[src/rtl/fracbaud_pkg.sv]
package fracbaud_pkg;
  // Default geometry of the divisor and line-control settings.
  localparam int DEF_INT_W  = 16;
  localparam int DEF_FRAC_W = 6;
  localparam int DEF_LCR_W  = 8;
  localparam int DEF_OVS    = 16;

  // Selector used by the register block to pick the target of a write.
  typedef enum logic [1:0] {
    SEL_NONE = 2'd0,
    SEL_INT  = 2'd1,
    SEL_FRAC = 2'd2
  } pend_sel_e;
endpackage

[src/rtl/fracbaud_regs.sv]
module fracbaud_regs
  import fracbaud_pkg::*;
#(
  parameter int INT_W  = DEF_INT_W,
  parameter int FRAC_W = DEF_FRAC_W,
  parameter int LCR_W  = DEF_LCR_W,
  parameter int DATA_W = DEF_INT_W
) (
  input  logic              clk,
  input  logic              rst_n,
  input  logic              wr_int,
  input  logic              wr_frac,
  input  logic              wr_lcr,
  input  logic [DATA_W-1:0] wdata,
  output logic [INT_W-1:0]  act_int,
  output logic [FRAC_W-1:0] act_frac,
  output logic [LCR_W-1:0]  act_lcr,
  output logic              commit
);
  localparam int CFG_W = INT_W + FRAC_W + LCR_W;

  logic [INT_W-1:0]  pend_int_q;
  logic [FRAC_W-1:0] pend_frac_q;
  logic [CFG_W-1:0]  active_q;
  pend_sel_e         sel;

  // Pack the three fields into the single active word.
  function automatic logic [CFG_W-1:0] pack_cfg(
    input logic [INT_W-1:0]  iv,
    input logic [FRAC_W-1:0] fv,
    input logic [LCR_W-1:0]  lv
  );
    return {iv, fv, lv};
  endfunction

  always_comb begin
    if (wr_int)       sel = SEL_INT;
    else if (wr_frac) sel = SEL_FRAC;
    else              sel = SEL_NONE;
  end

  assign commit = wr_lcr;

  // Pending whole part.
  always_ff @(posedge clk or negedge rst_n) begin
    if (!rst_n) begin
      pend_int_q <= '0;
    end else if (sel == SEL_INT) begin
      pend_int_q <= wdata[INT_W-1:0];
    end
  end

  // Pending fraction; a simultaneous whole-part write does not block it.
  always_ff @(posedge clk or negedge rst_n) begin
    if (!rst_n) begin
      pend_frac_q <= '0;
    end else if (wr_frac) begin
      pend_frac_q <= wdata[FRAC_W-1:0];
    end
  end

  // Active setting: loaded only by the line-control write.
  always_ff @(posedge clk or negedge rst_n) begin
    if (!rst_n) begin
      active_q <= '0;
    end else if (commit) begin
      active_q <= pack_cfg(pend_int_q, pend_frac_q, wdata[LCR_W-1:0]);
    end
  end

  assign act_int  = active_q[CFG_W-1 -: INT_W];
  assign act_frac = active_q[LCR_W +: FRAC_W];
  assign act_lcr  = active_q[LCR_W-1:0];
endmodule

[src/rtl/fracbaud_tickgen.sv]
module fracbaud_tickgen
  import fracbaud_pkg::*;
#(
  parameter int INT_W  = DEF_INT_W,
  parameter int FRAC_W = DEF_FRAC_W
) (
  input  logic              clk,
  input  logic              rst_n,
  input  logic              run,
  input  logic              restart_req,
  input  logic [INT_W-1:0]  ival,
  input  logic [FRAC_W-1:0] fval,
  output logic              tick,
  output logic              carry_ev,
  output logic              restart_ev
);
  logic [INT_W-1:0]  cnt_q;
  logic [FRAC_W-1:0] acc_q;
  logic              restart_q;
  logic [FRAC_W:0]   step;

  // One fractional step: {carry, new accumulator}.
  function automatic logic [FRAC_W:0] frac_step(
    input logic [FRAC_W-1:0] acc,
    input logic [FRAC_W-1:0] f
  );
    return {1'b0, acc} + {1'b0, f};
  endfunction

  // Count loaded for a period: I clocks, plus one when stretched.
  function automatic logic [INT_W-1:0] period_load(
    input logic [INT_W-1:0] iv,
    input logic             stretch
  );
    return iv - INT_W'(1) + INT_W'(stretch);
  endfunction

  assign step       = frac_step(acc_q, fval);
  assign restart_ev = restart_q;
  assign tick       = run && !restart_q && (cnt_q == '0);
  assign carry_ev   = tick && step[FRAC_W];

  always_ff @(posedge clk or negedge rst_n) begin
    if (!rst_n) begin
      restart_q <= 1'b1;
    end else begin
      restart_q <= restart_req || !run;
    end
  end

  always_ff @(posedge clk or negedge rst_n) begin
    if (!rst_n) begin
      cnt_q <= '0;
      acc_q <= '0;
    end else if (restart_q) begin
      // First period after a restart: accumulator starts at the fraction,
      // which cannot carry from zero.
      cnt_q <= period_load(ival, 1'b0);
      acc_q <= fval;
    end else if (tick) begin
      cnt_q <= period_load(ival, step[FRAC_W]);
      acc_q <= step[FRAC_W-1:0];
    end else if (cnt_q != '0) begin
      cnt_q <= cnt_q - INT_W'(1);
    end
  end
endmodule

[src/rtl/fracbaud_bitdiv.sv]
module fracbaud_bitdiv
  import fracbaud_pkg::*;
#(
  parameter int OVS = DEF_OVS
) (
  input  logic clk,
  input  logic rst_n,
  input  logic restart,
  input  logic tick16,
  output logic bit_tick
);
  generate
    if (OVS <= 1) begin : g_pass
      assign bit_tick = tick16;
    end else begin : g_count
      localparam int CW = $clog2(OVS);
      localparam logic [CW-1:0] LAST = CW'(OVS - 1);
      logic [CW-1:0] phase_q;

      function automatic logic [CW-1:0] next_phase(input logic [CW-1:0] p);
        return (p == LAST) ? '0 : p + CW'(1);
      endfunction

      always_ff @(posedge clk or negedge rst_n) begin
        if (!rst_n) begin
          phase_q <= '0;
        end else if (restart) begin
          phase_q <= '0;
        end else if (tick16) begin
          phase_q <= next_phase(phase_q);
        end
      end

      assign bit_tick = tick16 && (phase_q == LAST);
    end
  endgenerate
endmodule

[src/rtl/fracbaud_gen.sv]
module fracbaud_gen
  import fracbaud_pkg::*;
#(
  parameter int INT_W  = DEF_INT_W,
  parameter int FRAC_W = DEF_FRAC_W,
  parameter int LCR_W  = DEF_LCR_W,
  parameter int OVS    = DEF_OVS
) (
  input  logic              clk,
  input  logic              rst_n,
  input  logic              wr_int,
  input  logic              wr_frac,
  input  logic              wr_lcr,
  input  logic [INT_W-1:0]  wdata,
  input  logic              enable,
  output logic              tick16,
  output logic              bit_tick,
  output logic [INT_W-1:0]  act_int,
  output logic [FRAC_W-1:0] act_frac,
  output logic [LCR_W-1:0]  act_lcr
);
  // Named internal events, brought out for the checker.
  logic commit;
  logic run;
  logic frac_carry;
  logic restart_ev;

  fracbaud_regs #(
    .INT_W (INT_W),
    .FRAC_W(FRAC_W),
    .LCR_W (LCR_W),
    .DATA_W(INT_W)
  ) u_regs (
    .clk     (clk),
    .rst_n   (rst_n),
    .wr_int  (wr_int),
    .wr_frac (wr_frac),
    .wr_lcr  (wr_lcr),
    .wdata   (wdata),
    .act_int (act_int),
    .act_frac(act_frac),
    .act_lcr (act_lcr),
    .commit  (commit)
  );

  assign run = enable && (act_int != '0);

  fracbaud_tickgen #(
    .INT_W (INT_W),
    .FRAC_W(FRAC_W)
  ) u_tick (
    .clk        (clk),
    .rst_n      (rst_n),
    .run        (run),
    .restart_req(commit),
    .ival       (act_int),
    .fval       (act_frac),
    .tick       (tick16),
    .carry_ev   (frac_carry),
    .restart_ev (restart_ev)
  );

  fracbaud_bitdiv #(
    .OVS(OVS)
  ) u_bit (
    .clk     (clk),
    .rst_n   (rst_n),
    .restart (restart_ev),
    .tick16  (tick16),
    .bit_tick(bit_tick)
  );
endmodule

[config.mk]
export PLATFORM = sky130hd
export DESIGN_NAME = fracbaud_gen
export DESIGN_NICKNAME = d
export VERILOG_FILES = /design/src/rtl/fracbaud_pkg.sv /design/src/rtl/fracbaud_regs.sv /design/src/rtl/fracbaud_tickgen.sv /design/src/rtl/fracbaud_bitdiv.sv /design/src/rtl/fracbaud_gen.sv
export SDC_FILE = /design/constraint.sdc
export NUM_CORES = 1
export LEC_CHECK = 0
export ABC_CLOCK_PERIOD_IN_PS = 4100
export CORE_MARGIN = 2
export CORE_UTILIZATION = 56
export DETAILED_ROUTE_END_ITERATION = 10
export PLACE_DENSITY = 0.8
export SKIP_LAST_GASP = 1
export SLEW_MARGIN = 20
export SYNTH_ARGS = -nofsm -noshare
export SYNTH_HDL_FRONTEND = slang
export SYNTH_SLANG_ARGS = --single-unit
[constraint.sdc]
create_clock -name clk -period 4.1 [get_ports clk]
set_input_delay 0.82 -clock clk [delete_from_list [all_inputs] [get_ports clk]]
set_output_delay 0.82 -clock clk [all_outputs]
set_load 0.02 [all_outputs]
=== Word level (Yosys, flattened, before mapping) ===
Index checks and enable logic that the tools add are counted.
Widths: inputs -> output; s select.

* $add $sub $neg: 5
* Eq/ne operators: 2
* Muxes and demuxes: 10
* Reductions and logical operators: 12

{| class="wikitable"
|+ Operator list
! operator !! count
|-
| $mux 16 || 3
|-
| $reduce_bool 16->1 || 2
|-
| $sub 16x1->16 const B || 2
|-
| $add 16x1->16 || 1
|-
| $logic_not 16->1 || 1
|-
| $mux 4 || 3
|-
| $mux 6 || 2
|-
| $add 6x6->7 || 1
|-
| $add 4x1->4 const B || 1
|-
| $eq 4x4->1 const B || 1
|-
| $logic_and 1x1->1 || 4
|-
| $mux 2 || 2
|-
| $reduce_bool 3->1 || 1
|-
| $eq 2x1->1 const B || 1
|-
| $logic_not 1->1 || 2
|-
| $reduce_bool 2->1 || 1
|-
| $logic_or 1x1->1 || 1
|}

* Register bits after elaboration: 79
* Output and inout bits: 32
* Word-level logic and storage cells: 36

=== Depth between registers and ports, before layout ===
Gate-level depths: netlist of the first run.

* Depth after elaboration: 6
* Depth in mapped cells: 15
* Gate-level depth less buffers: 15

=== Cells and area by module ===
Synthesis of the first run repeated with hierarchy kept, for this count alone.

* Cell total of the unflattened synthesis: 444
* Area, all modules: 4634.4 um^2

{| class="wikitable"
|+ Modules (own cells, without submodules)
! module !! times used !! cells each !! area each (um^2) !! seq. area each (um^2)
|-
| fracbaud_tickgen || 1 || 306 || 2393.5 || 576.8
|-
| fracbaud_regs || 1 || 111 || 2001.9 || 1301.2
|-
| fracbaud_bitdiv || 1 || 21 || 201.4 || 100.1
|-
| fracbaud_gen || 1 || 6 || 37.5 || 0.0
|}

=== Worst setup path after synthesis of the first run ===
OpenSTA, ideal clock, no wires.

* Path kind: flip-flop to output port
* Start point: register u_regs.active_q[14]
* End point: output bit_tick
* Arrival time: 2.765 ns
* Slack: 0.515 ns
* Cell stages (with the launch flop): 10
* Path buffers: 2
* Path through: dfrtp_1 > clkbuf_1 > inv_1 > ha_1 > nor3b_1 > nand4_1 > o31a_1 > nand2_1 > clkbuf_1 > nor2_1

* Word-level cells in the longest chain between the ends: 5

{| class="wikitable"
|+ RTL lines
! item !! line !! source
|-
| start: declaration || fracbaud_regs.sv:24 || <nowiki>logic [CFG_W-1:0] active_q;</nowiki>
|-
| start signal: assignment || fracbaud_regs.sv:67 || <nowiki>active_q <= pack_cfg(pend_int_q, pend_frac_q, wdata[LCR_W-1:0]);</nowiki>
|-
| $reduce_bool 16->1 || fracbaud_gen.sv:46 || <nowiki>assign run = enable && (act_int != '0);</nowiki>
|-
| $logic_and 1x1->1 || fracbaud_gen.sv:46 ||
|-
| $logic_and 1x1->1 (2 in a row) || fracbaud_tickgen.sv:40 || <nowiki>assign tick = run && !restart_q && (cnt_q == '0);</nowiki>
|-
| $logic_and 1x1->1 || fracbaud_bitdiv.sv:34 || <nowiki>assign bit_tick = tick16 && (phase_q == LAST);</nowiki>
|-
| end: declaration || fracbaud_gen.sv:17 || <nowiki>output logic bit_tick,</nowiki>
|}

No other way between the ends.

=== Worst setup path after layout of the first run ===
* Start point: register u_regs.active_q[14]
* End point: output tick16

* Word-level cells in the longest chain between the ends: 4

{| class="wikitable"
|+ RTL lines
! item !! line !! source
|-
| $reduce_bool 16->1 || fracbaud_gen.sv:46 ||
|-
| $logic_and 1x1->1 || fracbaud_gen.sv:46 ||
|-
| $logic_and 1x1->1 (2 in a row) || fracbaud_tickgen.sv:40 ||
|-
| end: declaration || fracbaud_gen.sv:16 || <nowiki>output logic tick16,</nowiki>
|}

No other way between the ends.

==> run metrics, run 1 <==
CTS tree=built; CTS root buf=clkbuf_8; pin count of the biggest net entering global routing=80; WP data arrival=3.04 ns; Mapped Nets=470; layout cells sized above 1=0.173; top_reg_cell synth=dfrtp_1; HP Class=reg -> reg; Die Wd=between 90 and 100 um; number of library cell types mapped by synthesis=between 50 and 60; Post-CTS Hold Fix Bufs=0; Worst Skew=0.0129 ns; CTS clk-pin slew, worst paths=around 0.090 ns; placed cell count=571; Routed WL per cell=around 17 um; part of the cycle the worst path needs=0.943; final hold vios=0; M2 GR Usage=0.380; crit path max fanout=10; CP startpoint kind=flip-flop; Post-Synthesis Cells=436; antenna violations before repair=0; DIE AREA=roughly 8600 um2; async set-or-reset flop fraction in the synthesized netlist=1.00; max-cap viol count=0; num rows=32; drt first pass iters=5; Final setup viols=0; routed wire length=9810 um; Mean Syn Cell Area=about 10 um2; I/O pins=54; Peak VDD IR=between 0.3 and 0.4 mV; outcome=complete, no violations; synthesized cell area=about 4400 um2; CORE AREA=7690 um2; Initial Util=0.575; first-pass GRT wire length=~17,000 um; worst setup path class=reg -> out; H-tree Lvls=3; GP Congestion=0.885; vias in the first global route=about 3,400; Clk Latency, worst-skew pair=about 0.36 ns; port bufs=53; top cells by area, synth=dfrtp_1 44%, mux2_2 12%, a21oi_1 3.3%; GR Util met3=0.0382; FF+latch area=between 1500 and 2000 um2; most common cell after layout, fill and taps aside=dfrtp_1; residual DRC count=0; Top Usage Layer GRT=met2; clock tree buffer depth=2; unrepaired setup endpoints after global routing=false; share of the synthesized area in the top cell type=0.441; fillers=between 600 and 700; Lkg Pwr=between 2 and 2.5 nW; critical path capture point type=output pin; # nets final=515; setup TNS=0 ns; DR vias=3,443; post-route minimum period=a little under 4 ns; total grt overflow=0; initial DRC count=227; Clock Sinks=79; fin. max-slew vios=0; pwr dens=approximately 420 nW/um2; Post-Layout Cell Count=approximately 590; Fmax=between 0.2 and 0.3 GHz; detailed placer's ending HPWL=7040 um; Area Growth Syn to Fin=18.4%; area of the multi-input gates=approximately 2300 um2; Die Y=between 90 and 100 um; Routed Antenna Nets=0; synth warn=0; Worst Max-Slew Pin Slew=about 0.96 ns; Avg Vias per Cell=5.86; Total GRT Usage=0.245; ANT cells=0; cell taking the most area after synthesis=dfrtp_1; sequential area share after synthesis=0.447; Max-slew headroom=0.363; Critical Path RT=approximately 3.3 ns; FF+latch count, synth=slightly below 80; met1 track demand over resource=0.342; Post-synth EDFFs=0; TritonCTS buffer count=9; most frequent cells in the layout=78 x dfrtp_1, 52 x clkdlybuf4s50_1, 48 x mux2_2, 33 x nor2_1, 29 x a21oi_1
==> per-stage QoR <==
stage          utilization  power [mW]  hold slack (ns)  instance area, um2  setup slack (ns)
2_1_floorplan            -        1.38            0.449                4420             0.515
3_3_place_gp         0.652        1.57            0.470                5010             0.539
3_5_place_dp         0.652        1.59            0.475                5010             0.435
4_1_cts              0.680        2.20            0.501                5220            0.0261
5_1_grt              0.681        2.31            0.516                5240            0.0524
6_report             0.681        2.20            0.503                5240             0.235
==> cells in the mapped netlist (all sizes together) (3+ instances only) <==
cell type  count
a211oi         7
a21o           3
a21oi         29
a221o          4
a22oi          5
a31oi          4
buf            5
clkbuf        21
dfrtp         78
ha            11
inv           11
mux2          48
nand2         26
nand2b         5
nand3          6
nor2          33
nor3          19
nor4           6
o211ai         4
o21a           3
o21ai         20
o22ai          5
o31ai          5
or3           12
or4            5
xnor2         16
xor2          12
==> path summary, 6_finish.rpt <==
path / slack (ns) / startpoint / cells after the start / to
setup / recovery: 0.24 / u_regs.active_q[14]$_DFFE_PN0P_ / 8 / tick16
hold / removal: 0.50 / u_regs.pend_int_q[5]$_DFFE_PN0N_ / 2 / u_regs.active_q[19]$_DFFE_PN0P_
setup reg to reg: 0.91 / u_regs.active_q[8]$_DFFE_PN0P_ / 15 / u_tick.cnt_q[15]$_DFFE_PN0P_
hold reg to reg: 0.50 / u_regs.pend_int_q[5]$_DFFE_PN0N_ / 2 / u_regs.active_q[19]$_DFFE_PN0P_
max in group asynchronous: 2.89 / rst_n / 1 / u_regs.pend_frac_q[1]$_DFFE_PN0P_
min in group asynchronous: 0.60 / rst_n / 1 / u_regs.pend_int_q[11]$_DFFE_PN0N_
==> kinds of logic (layout without fill, tap and decap cells) <==
kind of cell,Yosys count,in the layout,share of synthesized area
AO/OA/AOI/OAI,102,102,0.150
XOR/XNOR,28,28,0.0554
adder cells (fa/ha/maj),12,12,0.0356
buffers and inverters,37,87,0.0339
flip-flops,79,79,0.447
multiplexers,50,50,0.127
AND/OR/NAND/NOR,128,128,0.151
==> worst max-delay path: stages (launching register included) <==
cell,delay (ns)
dfrtp_1,0.47
inv_1,0.17
ha_2,0.27
nor3b_1,0.27
nand4_1,0.20
o31a_2,0.43
nand2_1,0.25
inv_1,0.09
clkdlybuf4s50_1,0.54
==> metal layers <==
layer	share of wire	vias to the layer above	wire length [um]
li1	-	1687	-
met1	0.47	1651	4620
met2	0.47	90	4580
met3	0.045	15	445
met4	0.016	0	160
met5	0	-	0
==> sequential cells by signal, summed over array words and instances, names as in the netlist <==
register,cells
u_regs.pend_int_q,16
u_tick.acc_q,6
u_regs.active_q,30
u_tick.restart_ev,1
u_tick.cnt_q,16
u_regs.pend_frac_q,6
u_bit.g_count.phase_q,4
==> report_power, final <==
part           leakage (nW)  internal (mW)  total [mW]  switching (mW)
combinational          1.07          0.288       0.584           0.296
sequential            0.937          0.881        1.00           0.122
clock                 0.100          0.294       0.609           0.315
==> layout make-up <==
class	count	share of cell area
multi-input cells	320	0.439
flip-flops and latches	79	0.378
repair buffers	60	0.111
well taps	102	0.0244
clock buffers	9	0.0237
clock inverters	7	0.0163
inverters	11	0.00789
==> repair_timing <==
| action | 4_1_cts | 5_1_grt |
|---|---|---|
| setup buffers | 0 | 1 |
| resized for setup | 0 | 2 |
| setup endpoints to repair | 0 | 2 |
No activity file was read; power rests on OpenSTA's default activity.
==> inputs of run 2 (changes only) <==
- CTS_CLUSTER_DIAMETER: default -> 60
==> results of run 2 <==
Final layout, timing and power as in run 1 (identical DEF).
==> inputs of run 3 (changes only) <==
- SETUP_SLACK_MARGIN: default -> 0.05
==> run metrics, run 3 (synthesized netlist as in run 1, its figures left out) <==
WP data arrival=2.97 ns (was 3.04 ns); crit path max fanout=8 (was 10); CORE AREA=7690 um2 (unchanged); max reg flops=30 (unchanged); Routed Antenna Nets=0 (unchanged); ANT cells=0 (unchanged); Final Cell Area=5240 um2 (about the same); worst setup path class=reg -> out (unchanged); Initial Util=0.575 (unchanged); clock tree buffer depth=2 (unchanged); I/O pins=54 (unchanged); Clk Latency, worst-skew pair=0.36 ns (about the same); max-cap viol count=0 (unchanged); outcome=complete, no violations (unchanged); post-route minimum period=3.79 ns (was 3.86 ns); Regs by FF count=u_regs.active_q (30), u_regs.pend_int_q (16), u_tick.cnt_q (16) (unchanged); Avg Vias per Cell=5.88 (was 5.86); initial DRC count=227 (unchanged); residual DRC count=0 (unchanged); Worst Max-Slew Pin Slew=0.951 ns (was 0.956 ns); # nets final=515 (unchanged); part of the cycle the worst path needs=0.924 (was 0.943); Post-Layout Cell Count=588 (unchanged); Critical Path RT=3.28 ns (about the same); CTS tree=built (unchanged); Finished Core Util=0.681 (about the same); Die Y=92.9 um (unchanged); most common cell after layout, fill and taps aside=dfrtp_1 (unchanged); CP Launch Point=u_tick.cnt_q[6]$_DFFE_PN0P_ (was u_regs.active_q[14]$_DFFE_PN0P_); Hold Path Origin=u_tick.acc_q[0]$_DFFE_PN0P_ (was u_regs.pend_int_q[5]$_DFFE_PN0N_); antenna violations before repair=0 (unchanged); Slowest-stage cell, CP=clkdlybuf4s50_1 (unchanged); HP Class=reg -> reg (unchanged); fin. max-slew vios=0 (unchanged); Area Growth Syn to Fin=18.4% (about the same); area post-placement=5010 um2 (unchanged); CP startpoint kind=flip-flop (unchanged); Max-slew headroom=0.366 (was 0.363); first-pass GRT wire length=16,600 um (unchanged); drt first pass iters=5 (unchanged); unrepaired setup endpoints after global routing=false (unchanged); DIE AREA=8620 um2 (unchanged); total grt overflow=0 (unchanged); Lkg Pwr=2.11 nW (about the same); Peak VDD IR=0.315 mV (about the same); critical path capture point type=output pin (unchanged); CP max stage delay=0.61 ns (was 0.54 ns); Final setup viols=0 (unchanged); H-tree Lvls=3 (unchanged); Fmax=0.264 GHz (was 0.259 GHz); fillers=605 (unchanged); pwr dens=419 nW/um2 (was 420 nW/um2); final hold vios=0 (unchanged); placed cell count=571 (unchanged); layout cells sized above 1=0.175 (was 0.173); GP Congestion=0.885 (unchanged); Worst Path Buf+Inv=1 (was 3); RR Startpoint=u_regs.active_q[8]$_DFFE_PN0P_ (unchanged); Routed WL per cell=16.7 um (about the same); Clock Sinks=79 (unchanged); detailed placer's ending HPWL=7040 um (unchanged); Die Wd=92.9 um (unchanged); TritonCTS buffer count=9 (unchanged); vias in the first global route=3,429 (unchanged); most frequent cells in the layout=78 x dfrtp_1, 52 x clkdlybuf4s50_1, 48 x mux2_2, 33 x nor2_1, 29 x a21oi_1 (unchanged); CTS clk-pin slew, worst paths=0.09 ns (about the same); crit-path leading delay family=simple AND/OR/NAND/NOR gates (was buffers and inverters); DR vias=3,459 (was 3,443); FF+latch area=1980 um2 (unchanged); register bank with the most flops=u_regs.active_q (unchanged); Worst Skew=0.0128 ns (was 0.0129 ns); Post-CTS Hold Fix Bufs=0 (unchanged); num rows=32 (unchanged); port bufs=53 (unchanged); worst-path cell chain=or4_4 -> or3_1 -> nor4_2 -> nand2_2 -> nor2_1 -> clkdlybuf4s50_1 (was inv_1 -> ha_2 -> nor3b_1 -> nand4_1 -> o31a_2 -> nand2_1 -> inv_1 -> clkdlybuf4s50_1); pin count of the biggest net entering global routing=80 (unchanged); CTS root buf=clkbuf_8 (unchanged); Total GRT Usage=0.245 (unchanged); area of the multi-input gates=2300 um2 (about the same); routed wire length=9800 um (was 9810 um); setup TNS=0 ns (unchanged)
run 3: stage by stage:
stage                     power [mW]  setup WS, ns  hold WS (ns)
after floorplan                 1.38         0.515         0.449
after detailed placement        1.59         0.435         0.475
after global routing            2.31         0.159         0.516
after CTS                       2.20         0.117         0.501
final                           2.20         0.311         0.503
after global placement          1.57         0.539         0.470
run 3: power by group:
group          internal, mW  total [mW]  switching [mW]
sequential            0.881        1.00           0.122
combinational         0.288       0.584           0.296
clock                 0.294       0.608           0.315
run 3: worst register-to-register path, delay by kind of cell (launching register included):
family	cells	cell delay [ns]
AND/OR/NAND/NOR	7	1.25
adder cells (fa/ha/maj)	3	0.61
flip-flops	1	0.40
AO/OA/AOI/OAI	5	0.88
run 3: worst paths after layout:
path,slack (ns),end,depth (start not counted)
max in group asynchronous,2.89,u_regs.pend_frac_q[1]$_DFFE_PN0P_,1
min in group asynchronous,0.60,u_regs.pend_int_q[11]$_DFFE_PN0N_,1
hold reg to reg,0.50,u_tick.acc_q[0]$_DFFE_PN0P_,2
setup reg to reg,0.90,u_tick.cnt_q[15]$_DFFE_PN0P_,15
hold / removal,0.50,u_tick.acc_q[0]$_DFFE_PN0P_,2
setup / recovery,0.31,bit_tick,6
run 3: cell type report:
type / instances / area share
sequential: 79 / 0.378
clock buffer: 9 / 0.0237
clock inverter: 7 / 0.0162
tap: 102 / 0.0244
inverter: 11 / 0.00788
timing repair buffer: 60 / 0.111
multi-input combinational: 320 / 0.439
run 3: what timing repair did:
| item | 4_1_cts | 5_1_grt |
|---|---|---|
| pin swaps | 0 | 1 |
| setup endpoints to repair | 2 | 2 |
| hold endpoints to repair | 0 | 0 |
| setup buffers | 0 | 1 |
| gates cloned | 0 | 0 |
| resized for setup | 1 | 2 |
run 3: layer usage:
layer / wire length [um] / global-route usage
met2: 4590 / 0.380
met4: 160 / 0.109
met1: 4580 / 0.342
met5: 0 / 0
met3: 476 / 0.0382
